**src/rtl/wpm_pkg.sv**
```systemverilog
package wpm_pkg;

  typedef enum logic [1:0] {
    EDGE_OFF  = 2'd0,
    EDGE_RISE = 2'd1,
    EDGE_FALL = 2'd2,
    EDGE_BOTH = 2'd3
  } edge_mode_e;

  localparam logic [1:0] ADDR_TBASE = 2'd0;
  localparam logic [1:0] ADDR_MODE  = 2'd1;
  localparam logic [1:0] ADDR_CLEAR = 2'd2;

endpackage

```
**src/rtl/wpm_cfg.sv**
```systemverilog
module wpm_cfg
  import wpm_pkg::*;
#(
  parameter int NCH  = 4,
  parameter int PS_W = 3,
  parameter int DW   = 8
) (
  input  logic              clk,
  input  logic              rst_n,
  input  logic              cfg_we,
  input  logic [1:0]        cfg_addr,
  input  logic [DW-1:0]     cfg_wdata,
  output logic [PS_W-1:0]   psel,
  output logic              run,
  output logic [2*NCH-1:0]  modes,
  output logic [NCH-1:0]    clr_cap,
  output logic [NCH-1:0]    clr_ovr
);

  logic [PS_W-1:0]  psel_q, psel_d;
  logic             run_q, run_d;
  logic [2*NCH-1:0] mode_q, mode_d;

  always_comb begin
    psel_d = psel_q;
    run_d  = run_q;
    mode_d = mode_q;
    if (cfg_we && cfg_addr == ADDR_TBASE) begin
      psel_d = cfg_wdata[PS_W-1:0];
      run_d  = cfg_wdata[PS_W];
    end
    if (cfg_we && cfg_addr == ADDR_MODE) begin
      mode_d = cfg_wdata[2*NCH-1:0];
    end
  end

  always_ff @(posedge clk or negedge rst_n) begin
    if (!rst_n) begin
      psel_q <= '0;
      run_q  <= 1'b0;
      mode_q <= '0;
    end else begin
      psel_q <= psel_d;
      run_q  <= run_d;
      mode_q <= mode_d;
    end
  end

  assign psel    = psel_q;
  assign run     = run_q;
  assign modes   = mode_q;
  assign clr_cap = (cfg_we && cfg_addr == ADDR_CLEAR) ? cfg_wdata[NCH-1:0]     : '0;
  assign clr_ovr = (cfg_we && cfg_addr == ADDR_CLEAR) ? cfg_wdata[2*NCH-1:NCH] : '0;

endmodule

```
**src/rtl/wpm_timebase.sv**
```systemverilog
module wpm_timebase #(
  parameter int LO_W = 16,
  parameter int PS_W = 3
) (
  input  logic                clk,
  input  logic                rst_n,
  input  logic                run,
  input  logic [PS_W-1:0]     psel,
  output logic [2*LO_W-1:0]   ts_next
);

  localparam int PC_W = (1 << PS_W) - 1;

  logic [PC_W-1:0] pcnt_q, pcnt_d;
  logic [PC_W:0]   one_sh;
  logic [PC_W-1:0] mask;
  logic            tick;
  logic [LO_W-1:0] lo_q, lo_d;
  logic [LO_W-1:0] hi_q, hi_d;

  always_comb begin
    one_sh = (PC_W+1)'(1) << psel;
    mask   = PC_W'(one_sh - 1'b1);
    tick   = ((pcnt_q & mask) == mask);
    pcnt_d = pcnt_q + 1'b1;
    lo_d   = lo_q;
    hi_d   = hi_q;
    if (run && tick) begin
      lo_d = lo_q + 1'b1;
      if (&lo_q) hi_d = hi_q + 1'b1;
    end
  end

  always_ff @(posedge clk or negedge rst_n) begin
    if (!rst_n) begin
      pcnt_q <= '0;
      lo_q   <= '0;
      hi_q   <= '0;
    end else begin
      pcnt_q <= pcnt_d;
      lo_q   <= lo_d;
      hi_q   <= hi_d;
    end
  end

  // Captures take the value the count holds after this cycle, so a wrap
  // coinciding with an edge yields the new high word and a zero low word.
  assign ts_next = {hi_d, lo_d};

endmodule

```
**src/rtl/wpm_chan.sv**
```systemverilog
module wpm_chan
  import wpm_pkg::*;
#(
  parameter int CW = 32
) (
  input  logic          clk,
  input  logic          rst_n,
  input  logic          din,
  input  logic [1:0]    mode,
  input  logic [CW-1:0] ts,
  input  logic          clr_cap,
  input  logic          clr_ovr,
  output logic [CW-1:0] period,
  output logic          per_valid,
  output logic          cap_flag,
  output logic          ovr_flag
);

  logic          s1_q, s2_q, s3_q;
  logic          rise, fall, hit;
  logic [CW-1:0] last_q, last_d;
  logic [CW-1:0] prd_q, prd_d;
  logic          vld_q, vld_d;
  logic          prm_q, prm_d;
  logic          cap_q, cap_d;
  logic          ovr_q, ovr_d;
  edge_mode_e    emode;

  always_comb begin
    emode = edge_mode_e'(mode);
    rise  = s2_q & ~s3_q;
    fall  = ~s2_q & s3_q;
    case (emode)
      EDGE_RISE: hit = rise;
      EDGE_FALL: hit = fall;
      EDGE_BOTH: hit = rise | fall;
      default:   hit = 1'b0;
    endcase

    last_d = last_q;
    prd_d  = prd_q;
    vld_d  = 1'b0;
    prm_d  = prm_q;
    cap_d  = cap_q & ~clr_cap;
    ovr_d  = ovr_q & ~clr_ovr;

    if (emode == EDGE_OFF) begin
      prm_d = 1'b0;
    end else if (hit) begin
      last_d = ts;
      prm_d  = 1'b1;
      cap_d  = 1'b1;
      if (cap_q && !clr_cap) ovr_d = 1'b1;
      if (prm_q) begin
        prd_d = ts - last_q;
        vld_d = 1'b1;
      end
    end
  end

  always_ff @(posedge clk or negedge rst_n) begin
    if (!rst_n) begin
      s1_q   <= 1'b0;
      s2_q   <= 1'b0;
      s3_q   <= 1'b0;
      last_q <= '0;
      prd_q  <= '0;
      vld_q  <= 1'b0;
      prm_q  <= 1'b0;
      cap_q  <= 1'b0;
      ovr_q  <= 1'b0;
    end else begin
      s1_q   <= din;
      s2_q   <= s1_q;
      s3_q   <= s2_q;
      last_q <= last_d;
      prd_q  <= prd_d;
      vld_q  <= vld_d;
      prm_q  <= prm_d;
      cap_q  <= cap_d;
      ovr_q  <= ovr_d;
    end
  end

  assign period    = prd_q;
  assign per_valid = vld_q;
  assign cap_flag  = cap_q;
  assign ovr_flag  = ovr_q;

endmodule

```
**src/rtl/wheel_period_meter.sv**
```systemverilog
module wheel_period_meter #(
  parameter  int NCH  = 4,
  parameter  int LO_W = 16,
  parameter  int PS_W = 3,
  localparam int CW   = 2*LO_W,
  localparam int DW   = 2*NCH
) (
  input  logic              clk,
  input  logic              rst_n,
  input  logic              cfg_we,
  input  logic [1:0]        cfg_addr,
  input  logic [DW-1:0]     cfg_wdata,
  input  logic [NCH-1:0]    wheel_in,
  output logic [NCH*CW-1:0] period,
  output logic [NCH-1:0]    per_valid,
  output logic [NCH-1:0]    cap_flag,
  output logic [NCH-1:0]    ovr_flag
);

  logic             rs1_q, rs2_q;
  logic             rst_int_n;
  logic [PS_W-1:0]  psel;
  logic             run;
  logic [2*NCH-1:0] modes;
  logic [NCH-1:0]   clr_cap, clr_ovr;
  logic [CW-1:0]    ts_next;

  // Reset asserts at once and is released on a clock edge.
  always_ff @(posedge clk or negedge rst_n) begin
    if (!rst_n) begin
      rs1_q <= 1'b0;
      rs2_q <= 1'b0;
    end else begin
      rs1_q <= 1'b1;
      rs2_q <= rs1_q;
    end
  end
  assign rst_int_n = rs2_q;

  wpm_cfg #(.NCH(NCH), .PS_W(PS_W), .DW(DW)) u_cfg (
    .clk       (clk),
    .rst_n     (rst_int_n),
    .cfg_we    (cfg_we),
    .cfg_addr  (cfg_addr),
    .cfg_wdata (cfg_wdata),
    .psel      (psel),
    .run       (run),
    .modes     (modes),
    .clr_cap   (clr_cap),
    .clr_ovr   (clr_ovr)
  );

  wpm_timebase #(.LO_W(LO_W), .PS_W(PS_W)) u_tb (
    .clk     (clk),
    .rst_n   (rst_int_n),
    .run     (run),
    .psel    (psel),
    .ts_next (ts_next)
  );

  for (genvar i = 0; i < NCH; i++) begin : g_ch
    wpm_chan #(.CW(CW)) u_ch (
      .clk       (clk),
      .rst_n     (rst_int_n),
      .din       (wheel_in[i]),
      .mode      (modes[2*i +: 2]),
      .ts        (ts_next),
      .clr_cap   (clr_cap[i]),
      .clr_ovr   (clr_ovr[i]),
      .period    (period[i*CW +: CW]),
      .per_valid (per_valid[i]),
      .cap_flag  (cap_flag[i]),
      .ovr_flag  (ovr_flag[i])
    );
  end

endmodule

```
**config.mk**
```make
export PLATFORM = sky130hd
export DESIGN_NAME = wheel_period_meter
export DESIGN_NICKNAME = d
export VERILOG_FILES = /design/src/rtl/wpm_pkg.sv /design/src/rtl/wpm_cfg.sv /design/src/rtl/wpm_timebase.sv /design/src/rtl/wpm_chan.sv /design/src/rtl/wheel_period_meter.sv
export SDC_FILE = /design/constraint.sdc
export NUM_CORES = 1
export LEC_CHECK = 0
export BUFFER_PORTS_ARGS = -buffer_cell sky130_fd_sc_hd__buf_4
export CORE_ASPECT_RATIO = 0.7
export CORE_MARGIN = 5
export CORE_UTILIZATION = 55
export CTS_CLUSTER_SIZE = 28
export DETAILED_ROUTE_END_ITERATION = 16
export GPL_ROUTABILITY_DRIVEN = 1
export HOLD_SLACK_MARGIN = 0.08
export PLACE_DENSITY = 0.89
export SKIP_CTS_REPAIR_TIMING = 1
export SYNTH_ARGS = -nofsm -noshare
export SYNTH_HDL_FRONTEND = slang
export SYNTH_HIERARCHICAL = 1
export SYNTH_SLANG_ARGS = --single-unit
```
**constraint.sdc**
```tcl
create_clock -name clk -period 9.2 [get_ports clk]
set_input_delay 1.84 -clock clk [delete_from_list [all_inputs] [get_ports clk]]
set_output_delay 1.84 -clock clk [all_outputs]
set_load 0.02 [all_outputs]
```
Yosys cells after proc, flatten, opt, wreduce, memory -nomap -nowiden
Index checks and enable logic that the tools add are counted.
Word-level totals
  word-level logic and storage cells: 188
  register bits: 337
Operators by class
  eq/ne operators: 15
  add/subtract/negate cells: 8
  bitwise gates (word level): 41
  multiplexer cells: 49
  shift operators: 1
  reductions and logical operators: 30
Operators with widths (count)
  $sub 32x32->32: 4
  $mux 16: 3
  $mux 1: 40
  $add 16x1->16 const B: 2
  $not 1->1: 20
  $eq 2x2->1 const B: 9
  $and 1x1->1: 16
  $reduce_and 16->1: 1
  $pmux 1 s3: 4
  $reduce_and 3->1: 4
  $eq 2x1->1 const B: 5
  $logic_not 2->1: 5
  $logic_and 1x1->1: 8
  $mux 4: 2
  $reduce_and 2->1: 4
  $reduce_bool 2->1: 4
  $add 7x1->7 const B: 1
  $and 7x7->7: 1
  $eq 7x7->1: 1
  $shl 1x3->7 const A: 1
  $sub 7x1->7 const B: 1
  $logic_not 1->1: 4
  $or 1x1->1: 4

Longest topological paths before layout
  depth in word-level cells: 8
  gate-level depth with buffers: 17

By module
The synthesis kept the hierarchy.
Modules (own cells, without submodules)
  wpm_chan at g_ch[1].u_ch ...: instances 2, sequential area each 1776.7 µm², cells an instance 458, area each 4270.3 µm²
  wpm_chan at g_ch[3].u_ch: instances 1, sequential area each 1776.7 µm², cells an instance 521, area each 4440.5 µm²
  wpm_chan at g_ch[0].u_ch: instances 1, sequential area each 1776.7 µm², cells an instance 455, area each 4265.3 µm²
  wpm_timebase: instances 1, sequential area each 975.9 µm², cells an instance 170, area each 1903.1 µm²
  wpm_cfg: instances 1, sequential area each 300.3 µm², cells an instance 35, area each 534.3 µm²
  wheel_period_meter: instances 1, sequential area each 50.0 µm², cells an instance 3, area each 53.8 µm²

Worst setup path after synthesis
OpenSTA, ideal clock, no wires.
  path kind: flip-flop to flip-flop
  from: register u_cfg.psel_q[1], in the netlist u_cfg/psel[1]
  to: register g_ch[1].u_ch.prd_q[28]
  setup time: 0.131 ns
  arrival time: 3.761 ns
  path buffers: 1
  clock period less this slack: 3.892 ns
  stages on the path, launching flop included: 17
  path slack: 5.308 ns
  path through: dfrtp_1 -> nor2b_1 -> o21ai_0 -> nand3_1 -> clkbuf_1 -> xnor2_1 -> inv_1 -> ha_1 -> fa_1 -> nand2b_1 -> a21oi_2 -> o2111ai_2 -> a2111oi_2 -> and3b_4 -> o311ai_4 -> xnor2_1 -> o21ai_1
Between the ends
  cells in the longest elaborated chain, start to end: 7
RTL lines
  from (decl): line wpm_cfg.sv:20  | logic [PS_W-1:0] psel_q, psel_d;
  from (signal assigned): line wpm_cfg.sv:43  | psel_q <= psel_d;
  $shl 1x3->7 *: line wpm_timebase.sv:22  | one_sh = (PC_W+1)'(1) << psel;
  $sub 7x1->7 *: line wpm_timebase.sv:23  | mask = PC_W'(one_sh - 1'b1);
  $and 7x7->7: line wpm_timebase.sv:24  | tick = ((pcnt_q & mask) == mask);
  $eq 7x7->1 *: line wpm_timebase.sv:24
  $logic_and 1x1->1 *: line wpm_timebase.sv:28  | if (run && tick) begin
  $mux 16 *: line wpm_timebase.sv:28
  via ts_next[0]: line wheel_period_meter.sv:26  | logic [CW-1:0] ts_next;
  $sub 32x32->32 *: line wpm_chan.sv:55  | prd_d = ts - last_q;
  to (signal assigned): line wpm_chan.sv:77  | prd_q <= prd_d;
  to (decl): line wpm_chan.sv:22  | logic [CW-1:0] prd_q, prd_d;
Mark *: on every way through the listed nets, which the timed path passes. The rest lies on a longest branch.
A chain may end at the register's enable or synchronous reset.

Final worst setup path
  from: register u_cfg.psel_q[1], in the netlist u_cfg/psel[1]
  to: register g_ch[0].u_ch.prd_q[31]
Between the ends
  cells in the longest elaborated chain, start to end: 7
RTL lines (line)
  $shl 1x3->7 *: wpm_timebase.sv:22
  $sub 7x1->7 *: wpm_timebase.sv:23
  $and 7x7->7: wpm_timebase.sv:24
  $eq 7x7->1 *: wpm_timebase.sv:24
  $logic_and 1x1->1 *: wpm_timebase.sv:28
  $mux 16 *: wpm_timebase.sv:28
  via ts_next[11]: wheel_period_meter.sv:26
  $sub 32x32->32 *: wpm_chan.sv:55
  to (signal assigned): wpm_chan.sv:77
  to (decl): wpm_chan.sv:22
Marked as above.

==> run_results.csv <==
group,metric,value,unit
critical_path,rr_endpoint,"g_ch[0].u_ch/period[31]",
synthesis,synthesis.nets,2256,
sta,finalSetupTns,0,ns
synthesis,ys_warn_count,6,
place,placedCellCount,2693,
place,routabilityCongestion,0.929,
power,p_per_area,310,mW/mm^2
critical_path,critPathKind,"register to register",
place,place_hpwl,39.1,mm
sta,period_share,56.2,%
die,fp-row-count,58,
cells_and_area,final_cell_mix,"dfrtp_1 (336), nand2_1 (296), buf_4 (192), inv_1 (171), o21ai_0 (147)",
die,design.core.area,0.0357,sq mm
clock_network,cts.clk_slew.worst_paths,0.06,ns
sta,min_period,5.17,ns
sta,hold_viol_final,0,
clock_network,cts_tree,"built",
cells_and_area,layout_commonest_cell,"dfrtp_1",
drt,wl_per_cell,19.4,um
drt,wirelength,53.4,mm
synthesis,avgSynthCellArea,9.40,sq um
critical_path,cp_top_family,"compound AO/OA/AOI/OAI gates",
synthesis,yosys_register_bits,337,
critical_path,crit_required,9.67,ns
cells_and_area,design_area,0.0227,sq mm
die,fp.dieArea,0.0398,sq mm
synthesis,ys_seq_area_share,42.7,%
global_route,grt_pass1_vias,16194,
status,outcome,"finished clean",
power,vdd_drop_max,180,uV
synthesis,ys.flop_type,"dfrtp_1",
sta,rsz0062_at_grt,"no",
hold_path,min_path_type,"register to register",
critical_path,path_depth,14,
global_route,antenna_found_initial,0,
clock_network,clk_path_buf_depth,3,
global_route,grt_max_degree,76,
critical_path,worstReg2RegStart,"u_cfg/psel[1]",
critical_path,crit_path_end,"g_ch[0].u_ch/period[31]",
cells_and_area,fin_cells,2754,
critical_path,path_cells,"nor2b_1 > o21ai_0 > nand3_1 > nor4_1 > xor2_1 > ha_1 > nand2_1 > o21a_1 > nand3b_1 > o21ai_1 > o21bai_2 > a2111oi_0 > o21ai_0 > nand3_1",
sta,fin_skew,0.0130,ns
synthesis,synth_edf_count,0,
power,leakagePower,11.3,nW
critical_path,slowest_stage,"xor2_1",
die,floorplan.initialDensity,55.3,%
sta,slew_violations,0,
critical_path,r2r_setup_slack,4.03,ns
drt,first_iter_violations,1608,
die,dieHeight,168,um
global_route,grt_usage,26.2,%
critical_path,crit_path_start,"u_cfg/psel[1]",
synthesis,synth.area.top_cells,"dfrtp_1 (43%), ha_1 (8.6%), mux2_2 (6.0%), nand2_1 (5.6%), o21ai_0 (3.8%)",
cells_and_area,drive_above_1_share,18.2,%
clock_network,cts_buffers,36,
global_route,grt_pass1_wl,85.9,mm
critical_path,cp-end-kind,"register",
drt,via_per_inst,5.89,
critical_path,r2r_cells,14,
sta,worstMarginPinSlew,1.29,ns
critical_path,critPathArrivalTime,5.64,ns
synthesis,synthesis.area,0.0197,sq mm
flow_run,maxCapViolations,0,
drt,ant_nets,0,
clock_network,h-tree-depth,2,
cells_and_area,layout.nets,2407,
critical_path,cp_max_fo,12,
drt,vias,16208,
sta,max_freq,0.194,GHz
global_route,grt_overflow_total,0,
place,io_buffers,156,
synthesis,synth_top_cell_by_area,"dfrtp_1",
cells_and_area,antenna_cells,0,
critical_path,cp-start-kind,"register",
die,die_w,236,um
sta,slew_headroom,13.7,%
cells_and_area,syn_to_final_growth,14.8,%
sta,final-setup-viol-count,0,
place,placed_area,0.0215,sq mm
clock_network,cts.sinks,337,
cells_and_area,fillers,2875,
synthesis,yosys.area.top_type_share,42.7,%
clock_network,root_buffer,"clkbuf_16",
synthesis,synth_cells,2100,
synthesis,async_flop_share,100,%
cells_and_area,final_core_util,63.5,%
die,io_pins,157,
drt,drt_pre_antenna_iters,6,
critical_path,critPathBufInv,0,
synthesis,yosys.cell_types.count,89,
critical_path,max_stage_delay,0.99,ns
drt,drt_drc_violations_left,0,
clock_network,clk_latency,0.54,ns
-- cell usage after synthesis (7+ instances only) --
master    number
dfrtp_1      337
nand2_1      297
inv_1        171
o21ai_0      148
ha_1         135
a21oi_1      132
mux2_2       106
o21ai_1       86
xnor2_1       75
xor2_1        73
nor2_1        72
clkbuf_1      61
nand3_1       44
a21o_1        31
nand4_1       29
nand2b_1      24
nor3_1        20
a31oi_1       16
a211oi_1      14
and2_1        12
buf_1         12
nor2b_1       12
o211ai_1      11
and3_1        10
o21bai_1      10
or3_1         10
o31ai_1        9
o21a_1         7
o22ai_1        7
-- power breakdown --
part,internal [mW],switching (mW)
registers,1.85,0.234
logic,1.46,2.04
clock network,0.828,0.611
total,4.14,2.88
-- state kept, by name, indices dropped and copies added, names as in the netlist --
signal,count
g_ch.u_ch/last_q,128
g_ch.u_ch/period,128
u_tb/hi_q,16
u_tb/lo_q,16
u_cfg/modes,8
u_tb/pcnt_q,7
g_ch.u_ch/cap_flag,4
g_ch.u_ch/ovr_flag,4
g_ch.u_ch/per_valid,4
g_ch.u_ch/prm_q,4
g_ch.u_ch/s1_q,4
g_ch.u_ch/s2_q,4
g_ch.u_ch/s3_q,4
u_cfg/psel,3
rs1_q,1
rs2_q,1
u_cfg/run,1
-- final cells by class --
class | instances | area [sq um] | share of cell area [%]
clock buffers | 50 | 1010 | 4.48
flip-flops and latches | 337 | 8440 | 37.2
multi-input cells | 1507 | 10400 | 45.8
inverters | 177 | 664 | 2.93
clock inverters | 11 | 120 | 0.530
well taps | 480 | 601 | 2.65
repair buffers | 192 | 1440 | 6.36
-- cell families after synthesis --
family                   after synthesis  synth area share [%]
other                                  1                0.0190
adder cells (fa/ha/maj)              139                  8.96
multiplexers                         110                  6.25
XOR/XNOR                             149                  6.65
AO/OA/AOI/OAI                        539                  16.8
buffers and inverters                256                  4.94
flip-flops                           337                  42.7
AND/OR/NAND/NOR                      569                  13.6
-- routing by layer --
layer / vias to the layer above / track usage [%] / share of wire [%]
li1: 7586 / - / -
met1: 7913 / 36.7 / 44
met2: 598 / 42.5 / 46
met3: 111 / 4.85 / 7.1
met4: 0 / 7.07 / 2.8
met5: - / 0 / 0
-- metrics by stage --
step / power, mW / hold WS, ns / worst slack (ns)
3_5_place_dp: 5.57 / 0.335 / 4.37
4_1_cts: 7.05 / 0.349 / 4.30
6_report: 7.03 / 0.349 / 4.03
5_1_grt: 7.46 / 0.370 / 3.76
2_1_floorplan: 4.43 / 0.331 / 3.69
3_3_place_gp: 5.46 / 0.333 / 4.58
-- worst register-to-register path: cells and delay by family, from the launching register on --
kind	cells	cell delay, ns
fa+ha+maj	1	0.46
xor+xnor	1	0.99
flops	1	0.43
simple gates	6	1.43
compound gates	6	1.79
-- how the worst min path moves through the flow --
stage / from / depth (start not counted) / endpoint
finish: g_ch[1].u_ch/s1_q / 0 / g_ch[1].u_ch/s2_q
global route: g_ch[2].u_ch/s1_q / 0 / g_ch[2].u_ch/s2_q
CTS: g_ch[1].u_ch/s1_q / 0 / g_ch[1].u_ch/s2_q
floorplan: rs1_q / 0 / rs2_q
global placement: g_ch[1].u_ch/s1_q / 0 / g_ch[1].u_ch/s2_q
detailed placement: g_ch[1].u_ch/s1_q / 0 / g_ch[1].u_ch/s2_q
No activity file was read; power rests on OpenSTA's default activity.
